**config.mk**
```make
export PLATFORM = sky130hd
export DESIGN_NAME = rx_gain_ctrl
export DESIGN_NICKNAME = d
export VERILOG_FILES = /design/src/rtl/rx_gain_pkg.sv /design/src/rtl/rx_gain_cfg.sv /design/src/rtl/rx_gain_timer.sv /design/src/rtl/rx_gain_step.sv /design/src/rtl/rx_gain_ctrl.sv
export SDC_FILE = /design/constraint.sdc
export NUM_CORES = 1
export LEC_CHECK = 0
export ABC_AREA = 1
export BUFFER_PORTS_ARGS = -buffer_cell sky130_fd_sc_hd__buf_2
export CAP_MARGIN = 30
export CORE_MARGIN = 2
export CORE_UTILIZATION = 49
export DETAILED_ROUTE_END_ITERATION = 6
export GPL_ROUTABILITY_DRIVEN = 1
export PLACE_DENSITY = 0.77
export SKIP_CTS_REPAIR_TIMING = 1
export SYNTH_ARGS = -nofsm -noshare
export SYNTH_HDL_FRONTEND = slang
export SYNTH_SLANG_ARGS = --single-unit
export TNS_END_PERCENT = 10
```
**constraint.sdc**
```tcl
create_clock -name clk_i -period 1.8 [get_ports clk_i]
set_input_delay 0.09 -clock clk_i [delete_from_list [all_inputs] [get_ports clk_i]]
set_output_delay 0.09 -clock clk_i [all_outputs]
set_load 0.02 [all_outputs]
```
**src/rtl/rx_gain_pkg.sv**
```systemverilog
package rx_gain_pkg;
  localparam int GAIN_W_DEF = 10;
  localparam int TC_W_DEF   = 10;
  localparam int TC_MIN_DEF = 4;
  localparam logic [1:0] VREF_RSVD = 2'b11;

  typedef enum logic [1:0] {
    GSEL_HOLD,
    GSEL_LOAD,
    GSEL_STEP,
    GSEL_TRACK
  } gsel_e;
endpackage

```
**src/rtl/rx_gain_cfg.sv**
```systemverilog
module rx_gain_cfg
  import rx_gain_pkg::*;
#(
  parameter int TC_W = TC_W_DEF,
  localparam int CFG_W = TC_W + 6
) (
  input  logic             clk_i,
  input  logic             rst_ni,
  input  logic             we_i,
  input  logic [CFG_W-1:0] wdata_i,
  output logic             run_o,
  output logic             freeze_o,
  output logic             src_o,
  output logic [1:0]       vref_o,
  output logic [TC_W-1:0]  tc_o,
  output logic             load_o,
  output logic             load_src_o,
  output logic             restart_o,
  output logic [CFG_W-1:0] rdata_o
);
  localparam int VREF_LSB = TC_W;
  localparam int RUN_BIT  = TC_W + 2;
  localparam int FRZ_BIT  = TC_W + 3;
  localparam int SRC_BIT  = TC_W + 4;
  localparam int LOAD_BIT = TC_W + 5;

  logic [1:0] vref_in;
  assign vref_in = wdata_i[VREF_LSB +: 2];

  always_ff @(posedge clk_i or negedge rst_ni) begin
    if (!rst_ni) begin
      run_o    <= 1'b0;
      freeze_o <= 1'b0;
      src_o    <= 1'b0;
      vref_o   <= '0;
      tc_o     <= '0;
    end else if (we_i) begin
      run_o    <= wdata_i[RUN_BIT];
      freeze_o <= wdata_i[FRZ_BIT];
      src_o    <= wdata_i[SRC_BIT];
      tc_o     <= wdata_i[TC_W-1:0];
      // reserved encoding keeps the previous select
      if (vref_in != VREF_RSVD) vref_o <= vref_in;
    end
  end

  assign load_o     = we_i & wdata_i[LOAD_BIT];
  assign load_src_o = wdata_i[SRC_BIT];
  assign restart_o  = we_i;
  assign rdata_o    = {1'b0, src_o, freeze_o, run_o, vref_o, tc_o};
endmodule

```
**src/rtl/rx_gain_timer.sv**
```systemverilog
module rx_gain_timer
  import rx_gain_pkg::*;
#(
  parameter int TC_W   = TC_W_DEF,
  parameter int TC_MIN = TC_MIN_DEF
) (
  input  logic            clk_i,
  input  logic            rst_ni,
  input  logic            run_i,
  input  logic            restart_i,
  input  logic [TC_W-1:0] tc_i,
  output logic            tick_o
);
  localparam logic [TC_W-1:0] TC_FLOOR = TC_W'(TC_MIN);

  logic [TC_W-1:0] cnt_q;
  logic [TC_W-1:0] limit;

  assign limit  = (tc_i < TC_FLOOR) ? TC_FLOOR : tc_i;
  assign tick_o = run_i && (cnt_q == limit);

  always_ff @(posedge clk_i or negedge rst_ni) begin
    if (!rst_ni)                   cnt_q <= '0;
    else if (restart_i || !run_i)  cnt_q <= '0;
    else if (tick_o)               cnt_q <= '0;
    else                           cnt_q <= cnt_q + 1'b1;
  end
endmodule

```
**src/rtl/rx_gain_step.sv**
```systemverilog
module rx_gain_step
  import rx_gain_pkg::*;
#(
  parameter int GAIN_W = GAIN_W_DEF
) (
  input  logic [GAIN_W-1:0] cur_i,
  input  logic              up_i,
  output logic [GAIN_W-1:0] nxt_o
);
  localparam logic [GAIN_W-1:0] G_MAX = '1;
  localparam logic [GAIN_W-1:0] G_MIN = '0;

  always_comb begin
    if (up_i) nxt_o = (cur_i == G_MAX) ? cur_i : cur_i + 1'b1;
    else      nxt_o = (cur_i == G_MIN) ? cur_i : cur_i - 1'b1;
  end
endmodule

```
**src/rtl/rx_gain_ctrl.sv**
```systemverilog
module rx_gain_ctrl
  import rx_gain_pkg::*;
#(
  parameter int GAIN_W = GAIN_W_DEF,
  parameter int TC_W   = TC_W_DEF,
  parameter int TC_MIN = TC_MIN_DEF,
  localparam int CFG_W = TC_W + 6
) (
  input  logic              clk_i,
  input  logic              rst_ni,
  input  logic              cfg_we_i,
  input  logic [CFG_W-1:0]  cfg_wdata_i,
  input  logic [GAIN_W-1:0] preset_a_i,
  input  logic [GAIN_W-1:0] preset_b_i,
  input  logic              cmp_above_i,
  output logic [GAIN_W-1:0] gain_o,
  output logic [1:0]        vref_sel_o,
  output logic [CFG_W-1:0]  cfg_rdata_o
);
  logic            run, freeze, src, load, load_src, restart, tick;
  logic [TC_W-1:0] tc;
  logic [GAIN_W-1:0] gain_q, gain_d, step_val, load_val, track_val;
  gsel_e gsel;

  rx_gain_cfg #(.TC_W(TC_W)) u_cfg (
    .clk_i      (clk_i),
    .rst_ni     (rst_ni),
    .we_i       (cfg_we_i),
    .wdata_i    (cfg_wdata_i),
    .run_o      (run),
    .freeze_o   (freeze),
    .src_o      (src),
    .vref_o     (vref_sel_o),
    .tc_o       (tc),
    .load_o     (load),
    .load_src_o (load_src),
    .restart_o  (restart),
    .rdata_o    (cfg_rdata_o)
  );

  rx_gain_timer #(.TC_W(TC_W), .TC_MIN(TC_MIN)) u_timer (
    .clk_i     (clk_i),
    .rst_ni    (rst_ni),
    .run_i     (run),
    .restart_i (restart),
    .tc_i      (tc),
    .tick_o    (tick)
  );

  rx_gain_step #(.GAIN_W(GAIN_W)) u_step (
    .cur_i (gain_q),
    .up_i  (cmp_above_i),
    .nxt_o (step_val)
  );

  assign load_val  = load_src ? preset_b_i : preset_a_i;
  assign track_val = src ? preset_b_i : preset_a_i;

  // load wins over loop step, loop over fix-mode tracking
  always_comb begin
    if (load)                 gsel = GSEL_LOAD;
    else if (tick)            gsel = GSEL_STEP;
    else if (!run && !freeze) gsel = GSEL_TRACK;
    else                      gsel = GSEL_HOLD;
  end

  always_comb begin
    unique case (gsel)
      GSEL_LOAD:  gain_d = load_val;
      GSEL_STEP:  gain_d = step_val;
      GSEL_TRACK: gain_d = track_val;
      default:    gain_d = gain_q;
    endcase
  end

  always_ff @(posedge clk_i or negedge rst_ni) begin
    if (!rst_ni) gain_q <= '0;
    else         gain_q <= gain_d;
  end

  assign gain_o = gain_q;
endmodule

```
==> metrics.txt, run 1 <==
status=finished, final reports clean; Die ar.=0.00641 mm2; met2 WL post-DR=4000 um; CP Class=reg2reg; post-route ant nets=0; clock buffer depth=2; Post-synth ARST share=100%; final cycle utilization of the critical path=99.4%; GRT Total Usage=25.7%; WL met1=3640 um; WL per Instance=14.0 um; Top Family by Delay on Critical Path=simple AND/OR/NAND/NOR gates; fin cells=592; FF-to-FF End=gain_o[2]; Area contributors post-synth=dfrtp_1 31%, nand2_1 18%, inv_1 6.2%, o21ai_0 5.3%, nor2_1 4.6%; Post-synth EDFFs=0; MaxCap Viol Count=0; crit path launch type=flip-flop; DP Area=0.00335 mm2; CP cell instances=inv_2, nand2_2, nor2_2, nand2_4, nand2_1, nand2_2, inv_2, nor2_4, nand3_4, nand2_4, buf_4, nor2_2, nor2_2; Worst path depth=13; post-DR vias/cell=5.24; die height=80.1 um; # rows=27; Area Overhead vs Synth=33.7%; clk_lat worst skew=0.29 ns; Final Util=68.5%; Fmax=0.559 GHz; NumNets Final=569; Mapped Cells=425; register area share after synthesis=30.9%; CTS Buf Count=5; Reg clk slew, reported paths=0.08 ns; most used cell, CP=nor2_2; Critical Path Sink=gain_o[2]; slowest cell on the critical path=dfrtp_1; R2R Setup Slk=0.01 ns; relative slew slack=60.1%; share of cells above drive strength 1=37.9%; WL final=8280 um; RD Place Congestion=0.895; Synth top area share=30.9%; Lkg Pwr=1.95 nW; pwr/cell area=801 mW/mm2; Least-Margin Pin Slew=0.598 ns; WL met3=541 um; initial core utilization=51.2%; I/O Buffers=66; commonest non-fill, non-tap cell in the layout=nand2_1; WP data arrival=1.97 ns; Highest Signal Layer=met4; CP Launch Point=u_cfg.tc_o[5]; CP required=1.98 ns; Clock Sinks=35; hpwl dp=6010 um; CTS tree=built; r2r worst-path depth=13; routed via count=3103; Layout Skew=0.00657 ns; crit path buf inv count=3; DR pass1 iterations=5; antenna violations before repair=0; H-tree depth=2; ys flop type=dfrtp_1; placed instance count=573; area leader, netlist=dfrtp_1; Die X=80.1 um; max incr delay on CP=0.41 ns; Worst IR Drop VDD=0.000484 V; vias in the first global route=2813; CP Max Fanout=7; CTS Root Cell=clkbuf_8; most frequent cells in the layout=131 x nand2_1, 66 x buf_2, 42 x inv_1, 33 x dfrtp_1, 32 x buf_4; syn_area_per_cell=6.67 um2; setup TNS=0 ns; residual DRC count=0; Slew Limit Fails=0; RSZ-0062 raised after global routing=true; Core ar.=0.00554 mm2; post-synthesis register bit count=35; cell area after layout=0.00379 mm2; Final Setup Violations=0; Crit. End Element=flip-flop; Cell variety after synth=37; Fillers=459; Synth Cell Area=0.00284 mm2; n_diodes=0; Synthesis Warnings=0; syn_nets=475; Top-Level Pins=68; worst hold-check path type=in2reg; r2r startpoint=u_cfg.tc_o[5]; Hold Violations, Final=0; detailed router's first-iteration violation count=234; Hold WS=0.00291 ns; final global-route overflow total=0; Final Critical Period=1.79 ns; first-pass GRT wire length=12900 um; largest net degree at the start of global routing=26
==> sequential cells by signal, summed over array words and instances, names as in the netlist <==
name and count:
u_cfg.freeze_o 1, gain_o 10, u_cfg.vref_o 2, u_cfg.tc_o 10
u_cfg.src_o 1, u_cfg.run_o 1, u_timer.cnt_q 10
==> cell families after synthesis <==
logic type | share of synthesized area, %
AO/OA/AOI/OAI | 7.94
other | 0.132
XOR/XNOR | 1.85
adder cells (fa/ha/maj) | 4.68
multiplexers | 0.794
buffers and inverters | 11.6
flip-flops | 30.9
AND/OR/NAND/NOR | 42.2
==> worst register-to-register path: stages, from the launching register on <==
cell	delay (ns)
dfrtp_1	0.41
inv_2	0.10
nand2_2	0.05
nor2_2	0.14
nand2_4	0.11
nand2_1	0.12
nand2_2	0.09
inv_2	0.08
nor2_4	0.05
nand3_4	0.13
nand2_4	0.10
buf_4	0.17
nor2_2	0.08
nor2_2	0.05
==> metal layers <==
metal,vias to the layer above,global-route usage [%]
met5,-,0
met4,0,6.95
met3,10,3.82
met2,141,40.9
met1,1427,36.4
li1,1525,-
==> how the worst min path moves through the flow <==
stage | slack, ns | depth (start not counted) | start | to
2_1_floorplan | -0.21 | 0 | rst_ni | gain_o[0]
3_3_place_gp | -0.01 | 1 | rst_ni | u_cfg.tc_o[7]
3_5_place_dp | -0.01 | 1 | rst_ni | u_cfg.tc_o[7]
4_1_cts | -0.33 | 1 | rst_ni | u_cfg.tc_o[7]
5_1_grt | 0.005 | 3 | cfg_wdata_i[1] | u_cfg.tc_o[1]
6_report | 0.003 | 3 | cfg_wdata_i[2] | u_cfg.tc_o[2]
==> metrics by stage <==
stage / total power (W) / setup WS, ns
3_5_place_dp: 0.00217 / -0.0842
4_1_cts: 0.00280 / -0.0918
5_1_grt: 0.00324 / -0.135
6_report: 0.00304 / 0.0116
2_1_floorplan: 0.00174 / 0.00326
3_3_place_gp: 0.00215 / -0.0118
==> power breakdown <==
group	internal, W	switching [W]	total (W)	leakage [nW]
Clock	0.000312	0.000304	0.000616	0.0474
Combinational	0.000580	0.000884	0.00146	1.47
Sequential	0.000869	0.0000891	0.000958	0.436
Total	0.00176	0.00128	0.00304	1.95
==> cells in the mapped netlist, types with 5 or more instances <==
cell	n
nand2_1	139
inv_1	47
dfrtp_1	35
nor2_1	35
o21ai_0	30
nand3_1	23
nand4_1	12
inv_2	11
nor2_2	11
a21oi_1	10
ha_1	9
buf_4	6
clkbuf_1	6
nand3_2	5
nor3_1	5
==> cell type report <==
cell class                      instances  area [um2]  area share (%)
Clock buffer                            6        82.6            2.18
Clock inverter                          2        16.3           0.429
Inverter                               62         239            6.30
Multi-Input combinational cell        315        1900            50.0
Sequential cell                        35         878            23.2
Tap cell                               72        90.1            2.37
Timing Repair Buffer                  100         592            15.6
(Power assumes the default switching activity.)
==> run 2, diff against run 1 <==
CORE_ASPECT_RATIO = 1.2   (was unset)
==> run 2 against run 1 <==
- the flow now finishes with violations (hold timing, setup timing)
- worst setup slack lost 0.013 ns
- power shrank 4.0%
- die area is essentially flat
- sequential power is essentially flat
- utilization shrank 3.3 points
- fmax shrank 0.72%
- largest cell class unchanged
- clock power shrank 12%
- non-clock buffer count grew 3
- cell count shrank 1.2%
==> metrics.txt, run 2 (same netlist as run 1, synthesis figures left out) <==
setup TNS=-0.00147 ns (-0.00147 ns); Hold Violations, Final=1 (+1); R2R Setup Slk=-0.001 ns (about the same); GRT Total Usage=24.4% (-1.3 points); initial core utilization=50.4% (-0.82 points); Hold WS=-0.00124 ns (-0.00415 ns); Reg clk slew, reported paths=0.07 ns (about the same); CTS Buf Count=5 (unchanged); NumNets Final=571 (+0.35%); CP Max Fanout=3 (-4); WP data arrival=2.03 ns (+0.06 ns); placed instance count=574 (+0.17%); Lkg Pwr=1.95 nW (-0.23%); n_diodes=0 (unchanged); Fmax=0.555 GHz (-0.72%); dpl ws=-0.0927 ns (-0.00851 ns); Core ar.=0.00563 mm2 (+1.6%); Area Overhead vs Synth=29.3%; final global-route overflow total=0 (unchanged); CTS Root Cell=clkbuf_8; most frequent cells in the layout=137 x nand2_1, 66 x buf_2, 44 x inv_1, 35 x buf_4, 34 x dfrtp_1; CP cell instances=buf_4, ha_1, nand3_1, nand2_2, buf_4, xor2_1, nand4_1, nand3_1, nand2_1, nand2_1; clock buffer depth=2 (unchanged); H-tree depth=2 (unchanged); first-pass GRT wire length=12000 um (-6.8%); Final WS setup=-0.00147 ns (-0.0130 ns); max incr delay on CP=0.40 ns (about the same); largest net degree at the start of global routing=22 (-15%); Die ar.=0.00642 mm2 (about the same); share of cells above drive strength 1=34.4% (-3.5 points); CP Class=reg2reg; Slew Limit Fails=0 (unchanged); I/O Buffers=66 (unchanged); CTS tree=built; fin cells=585 (-1.2%); clk_lat worst skew=0.29 ns (about the same); # rows=30 (+11%); pwr/cell area=795 mW/mm2 (-0.78%); final cycle utilization of the critical path=100% (+0.72 points); residual DRC count=0 (unchanged); Top-Level Pins=68 (unchanged); Die X=73.5 um (-8.3%); RD Place Congestion=0.948 (+5.9%); detailed router's first-iteration violation count=106 (-55%); routed via count=3064 (-1.3%); commonest non-fill, non-tap cell in the layout=nand2_1; status=complete, but fails checks; RSZ-0062 raised after global routing=true; die height=87.3 um (+9.1%); CP required=2.03 ns (+0.05 ns); vias in the first global route=2764 (-1.7%); violated checks=hold timing, setup timing; DP Area=0.00340 mm2 (+1.7%); antenna violations before repair=0 (unchanged); worst hold-check path type=in2reg; hpwl dp=6170 um (+2.5%); DR pass1 iterations=4 (-1); Worst IR Drop VDD=0.000505 V (+4.1%); WL final=7830 um (-5.4%); Clock Sinks=35 (unchanged); MaxCap Viol Count=0 (unchanged); Crit. End Element=flip-flop; WL per Instance=13.4 um (-4.3%); slowest cell on the critical path=dfrtp_1; post-route ant nets=0 (unchanged); Final Setup Violations=1 (+1); crit path launch type=flip-flop; post-DR vias/cell=5.24 (about the same); cell area after layout=0.00367 mm2 (-3.3%); Layout Skew=0.00704 ns (+0.000474 ns); relative slew slack=65.4% (+5.2 points); Least-Margin Pin Slew=0.519 ns (-0.0786 ns); Final Critical Period=1.80 ns (+0.0130 ns)
## run 2: final cells by class
| type | count | area, um2 |
|---|---|---|
| flip-flops and latches | 35 | 877 |
| fillers | 508 | 1960 |
| multi-input cells | 314 | 1790 |
| inverters | 62 | 235 |
| well taps | 64 | 80.1 |
| clock buffers | 7 | 76.3 |
| repair buffers | 103 | 614 |
## run 2: routing by layer
layer | up-vias | share of wire [%] | GRT usage, %
li1 | 1534 | - | -
met1 | 1418 | 40 | 28.4
met2 | 97 | 53 | 44.2
met3 | 15 | 4.5 | 3.47
met4 | 0 | 2.2 | 9.42
met5 | - | 0 | 0
## run 2: worst max-delay path, delay by kind of cell (launching register included)
| kind | cells | cell delay [ns] |
|---|---|---|
| and+or+nand+nor | 6 | 0.59 |
| DFF | 1 | 0.40 |
| adders and majority gates | 1 | 0.29 |
| xor gates and xnor gates | 1 | 0.19 |
| buffers and inverters | 2 | 0.27 |
## run 2: path summary, 6_finish.rpt
check                                  from                to  depth (start not counted)
setup / recovery                  gain_o[1]         gain_o[3]                         10
setup reg to reg                  gain_o[1]         gain_o[3]                         10
hold reg to reg            u_timer.cnt_q[0]  u_timer.cnt_q[0]                          1
hold / removal               cfg_wdata_i[0]     u_cfg.tc_o[0]                          3
max in group asynchronous            rst_ni         gain_o[0]                          3
min in group asynchronous            rst_ni     u_cfg.tc_o[3]                          2
## run 2: through the flow
stage,total power [W],util [%]
finish,0.00291,65.2
floorplan,0.00174,-
global route,0.00310,65.2
global placement,0.00221,60.4
detailed placement,0.00224,60.4
CTS,0.00278,61.8
## run 2: power by group
| group | leakage (nW) | total, W | switching, W | internal, W |
|---|---|---|---|---|
| Combinational | 1.47 | 0.00141 | 0.000821 | 0.000591 |
| Clock | 0.0383 | 0.000544 | 0.000278 | 0.000267 |
| Sequential | 0.437 | 0.000959 | 0.0000895 | 0.000870 |
==> run 3, diff against run 2 <==
PLACE_DENSITY = unset   (was 0.77)
PLACE_DENSITY_LB_ADDON = 0.05   (was unset)
==> run 3 against run 2 <==
- the flow still finishes with violations (hold timing, setup timing)
- critical path depth rose by 3
- first-iteration DRC count is 8.5% higher
- sequential cell count stayed put
- global-route usage grew 1.5 points
- largest power group unchanged
==> metrics.txt, run 3 (same netlist as run 1, synthesis figures left out) <==
status=complete, but fails checks; violated checks=hold timing, setup timing; WL final=8370 um (+7.0%); Die X=73.5 um (unchanged); n_diodes=0 (unchanged); RSZ-0062 raised after global routing=true; setup TNS=-0.0882 ns (-0.0867 ns); post-DR vias/cell=5.17 (-1.4%); first-pass GRT wire length=12600 um (+5.0%); combinational power share=48.8% (+0.4 points); Min-Delay Path Depth=3 (unchanged); CTS tree=built; relative slew slack=63.7% (-1.7 points); NumNets Final=584 (+2.3%); slowest cell on the critical path=dfrtp_1; post-route ant nets=0 (unchanged); Fillers=515 (+1.4%); largest net degree at the start of global routing=36 (+64%); commonest non-fill, non-tap cell in the layout=nand2_1; r2r startpoint=u_cfg.tc_o[3]; vias in the first global route=2910 (+5.3%); Clock Power Share=19.5% (+0.8 points); Worst path depth=13 (+3); Crit. End Element=flip-flop; Area Overhead vs Synth=35.2%; r2r worst-path depth=13 (+3); die height=87.3 um (unchanged); CTS Root Cell=clkbuf_8; footprint of the multi-input gates=0.00181 mm2 (+1.3%); worst hold-check path type=in2reg; initial core utilization=50.4% (unchanged); most frequent cells in the layout=131 x nand2_1, 66 x buf_2, 44 x buf_4, 43 x inv_1, 34 x nor2_1; hpwl dp=6350 um (+3.0%); switching power=0.00127 W (+6.6%); Layout Skew=0.00578 ns (-0.00126 ns); CTS Buf Count=5 (unchanged); Critical Path Sink=gain_o[7]; CP Launch Point=u_cfg.tc_o[3]; Worst IR Drop VDD=0.000481 V (-4.6%); residual DRC count=0 (unchanged); detailed router's first-iteration violation count=115 (+8.5%); CP required=1.99 ns (-0.04 ns); MaxCap Viol Count=0 (unchanged); routed via count=3094 (+0.98%); final global-route overflow total=0 (unchanged); Top Family by Delay on Critical Path=simple AND/OR/NAND/NOR gates; DP Area=0.00343 mm2 (+0.81%); CP cell instances=inv_2, nand2_2, nor2_4, nand2_4, nand3_4, nand2_4, nor2_4, nand3_4, nand2_8, buf_6, nand3_1, nor2_1, nor2_1; WL per Instance=14.0 um (+4.5%); Core ar.=0.00563 mm2 (unchanged); final cycle utilization of the critical path=101% (+1.4 points); CP Max Fanout=6 (+3); H-tree depth=2 (unchanged); Slew Limit Fails=0 (unchanged); Cell Int Power=0.00176 W (+2.2%); RD Place Congestion=0.988 (+4.3%); WP data arrival=2.02 ns (about the same); pwr/cell area=790 mW/mm2 (-0.56%); clk_lat worst skew=0.30 ns (about the same); Final Critical Period=1.83 ns (+0.0243 ns); Hold WS=-0.00263 ns (-0.00139 ns); DR pass1 iterations=4 (unchanged); Final WS setup=-0.0258 ns (-0.0243 ns); CP Class=reg2reg; FF-to-FF End=gain_o[7]; sequential power share=31.7% (-1.2 points); Fmax=0.548 GHz (-1.3%); I/O Buffers=66 (unchanged); cell area after layout=0.00384 mm2 (+4.6%); Register Area=878 um2 (+0.14%); switching share of total power=41.8% (+1.0 points); Clock Sinks=35 (unchanged); antenna violations before repair=0 (unchanged); crit path buf inv count=2 (unchanged); Least-Margin Pin Slew=0.545 ns (+0.0260 ns); Hold Violations, Final=2 (+1); Final Setup Violations=6 (+5); Lkg Pwr=2.02 nW (+3.7%); Top-Level Pins=68 (unchanged); # rows=30 (unchanged); crit path launch type=flip-flop; Die ar.=0.00642 mm2 (unchanged); R2R Setup Slk=-0.03 ns (-0.02 ns); Reg clk slew, reported paths=0.08 ns (about the same); share of cells above drive strength 1=36.4% (+2.1 points); GRT Total Usage=25.8% (+1.5 points); max incr delay on CP=0.41 ns (about the same); clock buffer depth=2 (unchanged)
run 3: layer usage:
layer  share of wire, %  global-route usage [%]
met5                  0                       0
met2                 56                    49.7
met1                 37                    27.0
met3                3.7                    3.59
met4                3.3                    11.2
run 3: worst min path at each step:
stage | start | to
final | cfg_wdata_i[0] | u_cfg.tc_o[0]
after CTS | rst_ni | gain_o[3]
after detailed placement | rst_ni | gain_o[3]
after global placement | rst_ni | gain_o[3]
after global routing | cfg_wdata_i[13] | u_cfg.freeze_o
after floorplan | rst_ni | gain_o[0]
run 3: worst register-to-register path, delay by kind of cell (launching register included):
family        cells  cell delay (ns)
simple gates     11             1.12
buf+inv           2             0.22
flops             1             0.41
run 3: layout make-up:
cell class                 count  area share [%]
multi-input combinational    314            47.1
sequential                    35            22.9
timing repair buffer         116            19.4
inverter                      62            6.20
tap                           64            2.09
clock buffer                   5            1.79
clock inverter                 3           0.522
run 3: power by group through the flow:
stage,combinational (W),sequential [W],clock [W]
finish,0.00148,0.000961,0.000591
global route,0.00162,0.000968,0.000641
CTS,0.00129,0.000948,0.000604
detailed placement,0.00128,0.000964,0
global placement,0.00127,0.000961,0
floorplan,0.000683,0.00106,0
run 3: stage by stage:
stage,worst slack (ns),hold slack [ns],std cells,power (W),util [%]
finish,-0.0258,-0.00263,599,0.00303,68.1
global route,-0.147,0.0140,599,0.00323,68.1
CTS,-0.108,-0.156,584,0.00284,62.5
detailed placement,-0.151,0.168,576,0.00225,60.9
global placement,-0.164,0.164,576,0.00223,60.9
floorplan,0.00326,-0.206,425,0.00174,-
